===== config.mk =====
export PLATFORM = sky130hd
export DESIGN_NAME = pwm_tristate_supervisor
export DESIGN_NICKNAME = d
export VERILOG_FILES = /design/src/rtl/pts_pkg.sv /design/src/rtl/pts_level_decode.sv /design/src/rtl/pts_hiz_detect.sv /design/src/rtl/pts_ov_latch.sv /design/src/rtl/pwm_tristate_supervisor.sv
export SDC_FILE = /design/constraint.sdc
export NUM_CORES = 1
export LEC_CHECK = 0
export ABC_AREA = 0
export CAP_MARGIN = 20
export CORE_AREA = 2 2 39 41
export CTS_CLUSTER_DIAMETER = 200
export DETAILED_ROUTE_END_ITERATION = 10
export DIE_AREA = 0 0 41 43
export PLACE_DENSITY = 0.51
export SETUP_SLACK_MARGIN = 0.05
export SLEW_MARGIN = 30
export SYNTH_ARGS = -nofsm -noshare
export SYNTH_HDL_FRONTEND = slang
export SYNTH_HIERARCHICAL = 1
export SYNTH_SLANG_ARGS = --single-unit

===== constraint.sdc =====
create_clock -name clk_i -period 2.2 [get_ports clk_i]
set_input_delay 0.55 -clock clk_i [delete_from_list [all_inputs] [get_ports clk_i]]
set_output_delay 0.55 -clock clk_i [all_outputs]
set_load 0.05 [all_outputs]

===== src/rtl/pts_pkg.sv =====
package pts_pkg;
  typedef enum logic [1:0] {
    LVL_LOW  = 2'd0,
    LVL_HIGH = 2'd1,
    LVL_MID  = 2'd2
  } pts_lvl_e;
endpackage


===== src/rtl/pts_level_decode.sv =====
module pts_level_decode
  import pts_pkg::*;
(
  input  logic     above_hi_i,
  input  logic     below_lo_i,
  output pts_lvl_e lvl_o
);
  // both bits set cannot be a valid level: treat as mid-window
  always_comb begin
    unique case ({above_hi_i, below_lo_i})
      2'b10:   lvl_o = LVL_HIGH;
      2'b01:   lvl_o = LVL_LOW;
      default: lvl_o = LVL_MID;
    endcase
  end
endmodule


===== src/rtl/pts_hiz_detect.sv =====
module pts_hiz_detect
  import pts_pkg::*;
#(
  parameter int unsigned HOLD_CYCLES = 8
) (
  input  logic     clk_i,
  input  logic     rst_ni,
  input  logic     supply_good_i,
  input  pts_lvl_e lvl_i,
  output logic     hiz_o,
  output logic     hiz_set_o
);
  localparam int unsigned CW = $clog2(HOLD_CYCLES + 1);
  localparam logic [CW-1:0] LAST = CW'(HOLD_CYCLES - 1);

  logic [CW-1:0] mid_cnt_q;
  logic          hiz_q;
  logic          is_mid;

  assign is_mid    = (lvl_i == LVL_MID);
  assign hiz_set_o = supply_good_i && !hiz_q && is_mid && (mid_cnt_q == LAST);
  assign hiz_o     = hiz_q;

  always_ff @(posedge clk_i or negedge rst_ni) begin
    if (!rst_ni) begin
      mid_cnt_q <= '0;
    end else if (!supply_good_i || !is_mid || hiz_q) begin
      mid_cnt_q <= '0;
    end else if (mid_cnt_q != LAST) begin
      mid_cnt_q <= mid_cnt_q + 1'b1;
    end
  end

  always_ff @(posedge clk_i or negedge rst_ni) begin
    if (!rst_ni) begin
      hiz_q <= 1'b1;
    end else if (!supply_good_i) begin
      hiz_q <= 1'b1;
    end else if (hiz_q) begin
      hiz_q <= (lvl_i != LVL_LOW);
    end else if (hiz_set_o) begin
      hiz_q <= 1'b1;
    end
  end

  AST_CNT_BOUND: assert property (@(posedge clk_i) disable iff (!rst_ni)
    mid_cnt_q <= LAST);
  AST_HIZ_ENTRY: assert property (@(posedge clk_i) disable iff (!rst_ni)
    $rose(hiz_q) |-> (!$past(supply_good_i) || $past(mid_cnt_q) == LAST));
  AST_HIZ_EXIT_LOW: assert property (@(posedge clk_i) disable iff (!rst_ni)
    $fell(hiz_q) |-> $past(lvl_i) == LVL_LOW);
endmodule


===== src/rtl/pts_ov_latch.sv =====
module pts_ov_latch
  import pts_pkg::*;
(
  input  logic     clk_i,
  input  logic     rst_ni,
  input  logic     supply_good_i,
  input  logic     hiz_i,
  input  pts_lvl_e lvl_i,
  input  logic     ov_i,
  output logic     ls_req_o
);
  logic ov_q;
  logic armed;

  assign armed    = supply_good_i && hiz_i;
  assign ls_req_o = ov_q && supply_good_i;

  always_ff @(posedge clk_i or negedge rst_ni) begin
    if (!rst_ni) begin
      ov_q <= 1'b0;
    end else if (!armed || lvl_i == LVL_LOW) begin
      ov_q <= 1'b0; // exit from hi-z (or no supply) clears the latch
    end else if (ov_i) begin
      ov_q <= 1'b1;
    end
  end

  AST_OV_ARMED: assert property (@(posedge clk_i) disable iff (!rst_ni)
    $rose(ov_q) |-> ($past(hiz_i) && $past(supply_good_i)));
  AST_OV_HOLD: assert property (@(posedge clk_i) disable iff (!rst_ni)
    (ov_q && armed && lvl_i != LVL_LOW) |=> ov_q);
  AST_OV_CLEAR: assert property (@(posedge clk_i) disable iff (!rst_ni)
    (hiz_i && lvl_i == LVL_LOW) |=> !ov_q);
endmodule


===== src/rtl/pwm_tristate_supervisor.sv =====
module pwm_tristate_supervisor
  import pts_pkg::*;
#(
  parameter int unsigned HOLD_CYCLES = 8
) (
  input  logic clk_i,
  input  logic rst_ni,
  input  logic supply_good_i,
  input  logic above_hi_i,
  input  logic below_lo_i,
  input  logic ov_i,
  output logic pwm_cmd_o,
  output logic force_off_o,
  output logic force_ls_o
);
  pts_lvl_e lvl;
  logic     hiz;
  logic     hiz_set;
  logic     ls_req;
  logic     pwm_q;

  pts_level_decode u_dec (
    .above_hi_i (above_hi_i),
    .below_lo_i (below_lo_i),
    .lvl_o      (lvl)
  );

  pts_hiz_detect #(.HOLD_CYCLES(HOLD_CYCLES)) u_hiz (
    .clk_i         (clk_i),
    .rst_ni        (rst_ni),
    .supply_good_i (supply_good_i),
    .lvl_i         (lvl),
    .hiz_o         (hiz),
    .hiz_set_o     (hiz_set)
  );

  pts_ov_latch u_ov (
    .clk_i         (clk_i),
    .rst_ni        (rst_ni),
    .supply_good_i (supply_good_i),
    .hiz_i         (hiz),
    .lvl_i         (lvl),
    .ov_i          (ov_i),
    .ls_req_o      (ls_req)
  );

  always_ff @(posedge clk_i or negedge rst_ni) begin
    if (!rst_ni) begin
      pwm_q <= 1'b0;
    end else if (!supply_good_i || hiz || hiz_set) begin
      pwm_q <= 1'b0;
    end else if (lvl == LVL_HIGH) begin
      pwm_q <= 1'b1;
    end else if (lvl == LVL_LOW) begin
      pwm_q <= 1'b0;
    end
  end

  assign pwm_cmd_o   = pwm_q;
  assign force_ls_o  = ls_req;
  assign force_off_o = (hiz || !supply_good_i) && !ls_req;

  AST_LS_NO_PWM: assert property (@(posedge clk_i) disable iff (!rst_ni)
    force_ls_o |-> !pwm_cmd_o);
  AST_NO_SUPPLY: assert property (@(posedge clk_i) disable iff (!rst_ni)
    !supply_good_i |=> (!pwm_cmd_o && !force_ls_o));
  AST_HIZ_NO_PWM: assert property (@(posedge clk_i) disable iff (!rst_ni)
    hiz |-> !pwm_cmd_o);
endmodule


* After elaboration in Yosys (flattened, before gate mapping) *
Cells that the tools add are included.

cells by class
  $add $sub $neg = 1
  equal/unequal tests = 6
  mux-type cells = 11
  reductions and logical operators = 21

operators with widths
  cell                   number
  $mux W1                8
  $mux W4                2
  $logic_and A1 B1 Y1    6
  $reduce_bool A2 Y1     3
  $logic_not A1 Y1       5
  $logic_or A1 B1 Y1     5
  $add A4 B1 Y4 const B  1
  $eq A2 B1 Y1 const B   2
  $eq A2 B2 Y1 const B   2
  $eq A4 B3 Y1 const B   1
  $ne A4 B3 Y1 const B   1
  $pmux W2 S2            1
  $reduce_bool A3 Y1     1
  $logic_not A2 Y1       1

storage, ports and cells
  register bits = 7
  input port bits = 6
  output and inout bits = 3
  word-level logic and storage cells = 43

* Depth between registers and ports, before layout *
Gate-level depths: netlist of the first run.

  depth after elaboration = 8
  depth in mapped cells = 6
  depth with buffers taken out = 6

* Hierarchy *
The synthesis of the first run kept the hierarchy.

by module, submodules not included
  module                   instances  cells each  area each (um2)
  pts_hiz_detect           1          22          247.7
  pwm_tristate_supervisor  1          5           58.8
  pts_ov_latch             1          5           45.0
  pts_level_decode         1          2           16.3

* Worst setup path after synthesis of the first run *
Ideal clock, no wire load.

  path type = input -> output
  start = in supply_good_i
  end = out force_off_o
  arrival time = 1.695 ns
  data required time = 1.650 ns
  slack = -0.045 ns
  cell stages on the path = 2
  path buffers = 0
  cell sequence = and2_1 -> a21oi_1

on the way
  longest elaborated chain between the ends = 3

RTL lines
  element                                                         line                                               RTL
  start: declaration                                              pwm_tristate_supervisor.sv:8                       input logic supply_good_i,
  $logic_not A1 Y1 / $logic_and A1 B1 Y1 (equally long branches)  pwm_tristate_supervisor.sv:61, pts_ov_latch.sv:16
  $logic_or A1 B1 Y1 / $logic_not A1 Y1 (equally long branches)   pwm_tristate_supervisor.sv:61                      assign force_off_o = (hiz || !supply_good_i) && !ls_req;
  $logic_and A1 B1 Y1 (*)                                         pwm_tristate_supervisor.sv:61
  end: declaration                                                pwm_tristate_supervisor.sv:13                      output logic force_off_o,

Mark *: on every way between the ends. The rest lies on a longest branch, timed or not.

* Worst setup path in the final report of the first run *
Same ends and word-level chain as after synthesis.

==> impl_metrics.yaml, run 1 <==
yosys:
  synth_warnings: 6
  postSynthCellCount: 34
  synth_cell_types: 19
  seq_area_frac_synth_pct: 47.96
  netlist_area_um2: 367.9
  ys_ff_latch: 7
  syn_avg_cell_area_um2: 10.82
  synth_nets: 42
sta:
  tns_ns: 0
  worst_pin_slew_ns: 0.4921
  maxSlewViolCount: 0
  hold_viol_final: 0
  rsz0062_at_grt: "no"
  finClkSkew_ns: 0.008732
  slew_headroom_pct: 67.09
  finalCriticalPeriod_ns: 2.029
  finalCritPeriodShare_pct: 92.21
  max_freq_mhz: 493.0
  setup_viol_count_final: 0
detailed_routing:
  avgViaCountPerCell: 4.746
  first_pass_iters: 4
  postRouteWirelength_um: 845
  wire_per_inst_um: 12.61
  drt_iter0_drc: 5
  drc: 0
  vias: 318
  ant_nets: 0
clocking:
  clock-sinks: 7
  cts_resized: 0
  root_buffer: "clkbuf_4"
  clock_latency_ns: 0.25
  htreeDepth: 1
  ctsHoldBuffers: 0
  tritoncts: "built"
  clock_path_buffers: 2
  cts.clk_slew.worst_paths_ns: 0.06
  postCtsSetupRepairBufs: 0
  cts_made_buffers: 3
layout:
  drive_gt1_share_pct: 29.41
  fillers: 137
  fin_nets: 60
  antenna_cells: 0
  final_cells: 67
  utilization_pct: 40.14
  fin_area_um2: 555.5
  syn_to_final_growth_pct: 51.02
worst_setup_path:
  cpPeakStageDelay_ns: 0.41
  critPathBufInv: 2
  cp-start-kind: "input port"
  path_delay_family: "buffers and inverters"
  worst_setup_path_end_kind: "primary output"
  critical_path.slowest_cell: "clkdlybuf4s50_1"
  cp_cell_sequence: "clkdlybuf4s50_1 > and2_1 > a21oi_2 > buf_12"
  worst-path-max-fanout: 2
  cp.arrival_ns: 1.48
  cp_data_required_time_ns: 1.65
  crit_type: "input port to primary output"
power_and_ir_drop:
  p_sw_uw: 81.80
  p_sw_share_pct: 25.57
  power_frac_seq_pct: 43.2
  p_per_area_nw_per_um2: 575.9
  intPower_uw: 238.1
  power_leakage_nw: 0.2582
  p_clk_share_pct: 36.5
  pwr-share-comb_pct: 20.3
  ir_drop_uv: 233.6
global_route:
  grt_max_degree: 8
  first_global_vias: 362
  grt_remaining_overflow: 0
  grt_use_total_pct: 12.74
  antenna_found_initial: 0
  grt_first_pass_wirelength_mm: 1.421
placement:
  io_buffers: 8
  gp_congestion: 0.6064
  dpl.hpwl_um: 666.2
  dp_cells: 63
  dpl_cell_area_um2: 529.3
die:
  ios: 9
  core-area_um2: 1384
  die_area_um2: 1763
  die_y_um: 43
  start_util_pct: 26.58
  fp.dieW_um: 41
  rows: 14
run:
  drv_cap: 0
run_status:
  status: "finished, final reports clean"
min_path:
  min_path_type: "register to register"
[layout by cell type (no fill, tap or decap), drive strengths merged]
master	count
buf	7
clkdlybuf4s50	6
dfrtp	6
nor2	5
clkbuf	4
inv	3
mux2i	2
ha	2
o21ai	2
nand3	2
nor4b	1
a21oi	1
or4b	1
nand3b	1
o311ai	1
xor2	1
nor3b	1
xnor2	1
dfstp	1
and2	1
nand2	1
o22ai	1
[area by class of cell]
| class | instances | area, um^2 | area share, % |
|---|---|---|---|
| inverters | 3 | 11.26 | 2.027 |
| repair buffers | 13 | 137.6 | 24.77 |
| multi-input cells | 24 | 183.9 | 33.11 |
| well taps | 16 | 20.02 | 3.604 |
| clock buffers | 4 | 26.28 | 4.730 |
| flip-flops and latches | 7 | 176.4 | 31.76 |
[power groups by stage]
stage / Sequential, mW / Combinational, mW / Clock, mW
after floorplan: 0.141 / 0.0271 / 0
after CTS: 0.138 / 0.0661 / 0.122
after global routing: 0.139 / 0.0704 / 0.132
after global placement: 0.140 / 0.0632 / 0
final: 0.138 / 0.0649 / 0.117
after detailed placement: 0.140 / 0.0655 / 0
[flip-flops by register name (all words and copies together), names as in the netlist]
register	cells
pwm_cmd_o	1
u_hiz/mid_cnt_q	4
u_ov/ov_q	1
u_hiz/hiz_o	1
[kinds of logic (layout without fill, tap and decap cells)]
kind of cell,after synthesis,after routing,synth area share [%]
mux,2,2,5.442
simple gates,13,13,23.81
compound gates,5,5,8.164
fa+ha+maj,2,2,6.802
flops,7,7,47.96
xor+xnor,2,2,4.763
buf+inv,3,20,3.061
[worst min-delay path, cell delays in order, from the launching register on]
cell and delay (ns):
dfstp_2 0.39, nand2_1 0.06, nor2_1 0.04
[routing by layer]
metal / track usage (%) / routed length (um) / vias up
met5: 0 / 0 / -
met3: 4.712 / 62 / 4
met2: 21.56 / 458 / 14
li1: - / - / 154
met1: 11.84 / 311 / 146
met4: 8.000 / 12 / 0
[synth_stat cells (all sizes together)]
library cell  count  area (um^2)
nand2             1        3.750
nor2              5        18.77
o22ai             1        6.260
dfrtp             6        150.1
nand3             2        10.01
and2              1        6.260
a21oi             1        5.000
dfstp             1        26.28
mux2i             2        20.02
nor3b             1        12.51
ha                2        25.02
xnor2             1        8.760
o21ai             2        10.01
nand3b            1        7.510
xor2              1        8.760
or4b              1        13.76
inv               3        11.26
nor4b             1        15.01
o311ai            1        8.760
[metrics by stage]
| stage | setup slack (ns) | power, mW | hold slack [ns] |
|---|---|---|---|
| after floorplan | 0.2605 | 0.1677 | 0.2544 |
| after global placement | -0.05793 | 0.2035 | 0.4982 |
| after detailed placement | -0.07038 | 0.2059 | 0.5168 |
| after CTS | 0.1536 | 0.3268 | 0.5247 |
| after global routing | 0.1226 | 0.3414 | 0.5534 |
| final | 0.1715 | 0.3199 | 0.5224 |
[worst paths after layout]
check | start | to | slack [ns] | cells after the start
worst max-delay path | supply_good_i | force_off_o | 0.17 | 4
worst min-delay path | u_hiz/hiz_o$_DFF_PN1_ | u_ov/ov_q$_DFFE_PN0P_ | 0.52 | 2
worst max register to register | u_hiz/mid_cnt_q[0]$_DFFE_PN0P_ | u_hiz/hiz_o$_DFF_PN1_ | 0.94 | 3
worst min register to register | u_hiz/hiz_o$_DFF_PN1_ | u_ov/ov_q$_DFFE_PN0P_ | 0.52 | 2
max in group asynchronous | rst_ni | u_hiz/hiz_o$_DFF_PN1_ | 1.34 | 1
min in group asynchronous | rst_ni | u_ov/ov_q$_DFFE_PN0P_ | 0.56 | 1
Power figures use the tool's default switching activity.
==> run 2, diff against run 1 <==
CORE_AREA = 3 3 40 42   (was 2 2 39 41)
DIE_AREA = 0 0 43 45   (was 0 0 41 43)
==> run 2 against run 1 <==
  * Utilization up 3.0 points
  * Combinational power shrank 1%
  * Via count is 1.9% lower
  * Sequential share of layout area rose by 0.072 points
  * Global-route usage shrank 3.3 points
  * Register-to-register slack got worse by 0.04 ns
  * Setup slack got worse by 0.011 ns
  * Non-clock buffer count unchanged
  * Sequential power hardly changed
  * Critical path type is now input port to register
  * Critical endpoint is now u_hiz/mid_cnt_q[0]$_DFFE_PN0P_
  * Largest cell class unchanged
  * Highest routed layer is now met3
==> impl_metrics.yaml, run 2 (same netlist as run 1, synthesis figures left out) <==
placement:
  dp_cells: 62
  io_buffers: 8
  gp_congestion: 0.8278
run_status:
  status: "finished, final reports clean"
global_route:
  grt_use_total_pct: 9.404
  grt_first_pass_wirelength_mm: 1.317
  first_global_vias: 326
  antenna_found_initial: 0
  grt_remaining_overflow: 0
  grt_max_degree: 8
layout:
  final_cells: 66
  fin_nets: 60
  seqCellArea_um2: 176.4
  multiInputGateArea_um2: 183.9
  drive_gt1_share_pct: 29.41
  antenna_cells: 0
  top_register: "u_hiz/mid_cnt_q"
  largest_reg_flops: 4
  fillers: 115
  syn_to_final_growth_pct: 50.68
  mostFrequentLayoutCells: "clkdlybuf4s50_1, dfrtp_1, buf_4, nor2_1"
sta:
  finalCriticalPeriod_ns: 2.040
  setup_viol_count_final: 0
  finalCritPeriodShare_pct: 92.71
  rsz0062_at_grt: "no"
  max_freq_mhz: 490.3
  maxSlewViolCount: 0
  hold_viol_final: 0
  worst_pin_slew_ns: 0.4919
  finClkSkew_ns: 0.002189
  slew_headroom_pct: 67.10
worst_setup_path:
  reg2reg_slack_ns: 0.90
  cp-start-kind: "input port"
  cp.arrival_ns: 2.21
  worst-path-max-fanout: 3
  crit_type: "input port to register"
  worst_setup_path_end_kind: "register"
  cp_data_required_time_ns: 2.37
clocking:
  cts_made_buffers: 3
  root_buffer: "clkbuf_4"
  ctsHoldBuffers: 0
  tritoncts: "built"
  cts.clk_slew.worst_paths_ns: 0.05
  cts_resized: 0
  htreeDepth: 1
  clock_path_buffers: 2
  clock-sinks: 7
  postCtsSetupRepairBufs: 0
  clock_latency_ns: 0.25
die:
  die_area_um2: 1935
  fp.dieW_um: 43
  start_util_pct: 28.63
  die_y_um: 45
  rows: 13
  core-area_um2: 1285
  ios: 9
detailed_routing:
  ant_nets: 0
  postRouteWirelength_um: 812
  drt_iter0_drc: 2
  avgViaCountPerCell: 4.727
  drc: 0
  first_pass_iters: 3
  vias: 312
  wire_per_inst_um: 12.30
power_and_ir_drop:
  p_per_area_nw_per_um2: 574.2
  ir_drop_uv: 225.5
  power_leakage_nw: 0.2582
  power_uw: 318.2
run:
  drv_cap: 0
min_path:
  min_path_type: "register to register"
[run 2: cell counts in the layout (fill, tap and decap cells not counted)]
Identical to the previous run, type by type.
[run 2: final cells by class]
| class | count | area share, % |
|---|---|---|
| Sequential cell | 7 | 31.83 |
| Multi-Input combinational cell | 24 | 33.18 |
| Inverter | 3 | 2.032 |
| Clock buffer | 4 | 4.740 |
| Timing Repair Buffer | 13 | 24.83 |
| Tap cell | 15 | 3.386 |
[run 2: path summary, 6_finish.rpt]
check                      cells past startpoint                        endpoint                      startpoint
max reg2reg                                    4           pwm_cmd_o$_DFFE_PN0P_  u_hiz/mid_cnt_q[0]$_DFFE_PN0P_
min reg2reg                                    2           u_ov/ov_q$_DFFE_PN0P_           u_hiz/hiz_o$_DFF_PN1_
max                                            7  u_hiz/mid_cnt_q[0]$_DFFE_PN0P_                      below_lo_i
max in group asynchronous                      1           u_hiz/hiz_o$_DFF_PN1_                          rst_ni
min in group asynchronous                      1           pwm_cmd_o$_DFFE_PN0P_                          rst_ni
min                                            2           u_ov/ov_q$_DFFE_PN0P_           u_hiz/hiz_o$_DFF_PN1_
[run 2: worst max-delay path, cell delays in order]
cell and delay [ns]:
clkdlybuf4s50_1 0.45, inv_1 0.04, ha_1 0.29, inv_1 0.06, or4b_4 0.56, buf_4 0.16
nor2_1 0.10
[run 2: metal layers]
metal / share of wire, % / GRT usage (%)
met4: 0 / 7.229
met3: 6.3 / 2.789
met2: 51 / 16.77
met1: 42 / 9.136
met5: 0 / 0
[run 2: stage by stage]
step / hold slack (ns) / util (%) / worst slack (ns) / cell area, um^2 / setup TNS [ns]
detailed placement: 0.5243 / 41.09 / -0.08355 / 528.0 / -0.2903
finish: 0.5357 / 43.14 / 0.1603 / 554.3 / 0
floorplan: 0.2544 / - / 0.2605 / 371.6 / 0
global placement: 0.5041 / 41.09 / -0.04952 / 528.0 / -0.1679
CTS: 0.5346 / 43.14 / 0.1708 / 554.3 / 0
global route: 0.5544 / 43.14 / 0.09980 / 554.3 / 0
[run 2: report_power, final]
part	leakage [nW]	switching [mW]	internal, mW
clock	0.0150	0.0462	0.0691
sequential	0.0936	0.00425	0.134
combinational	0.150	0.0297	0.0345
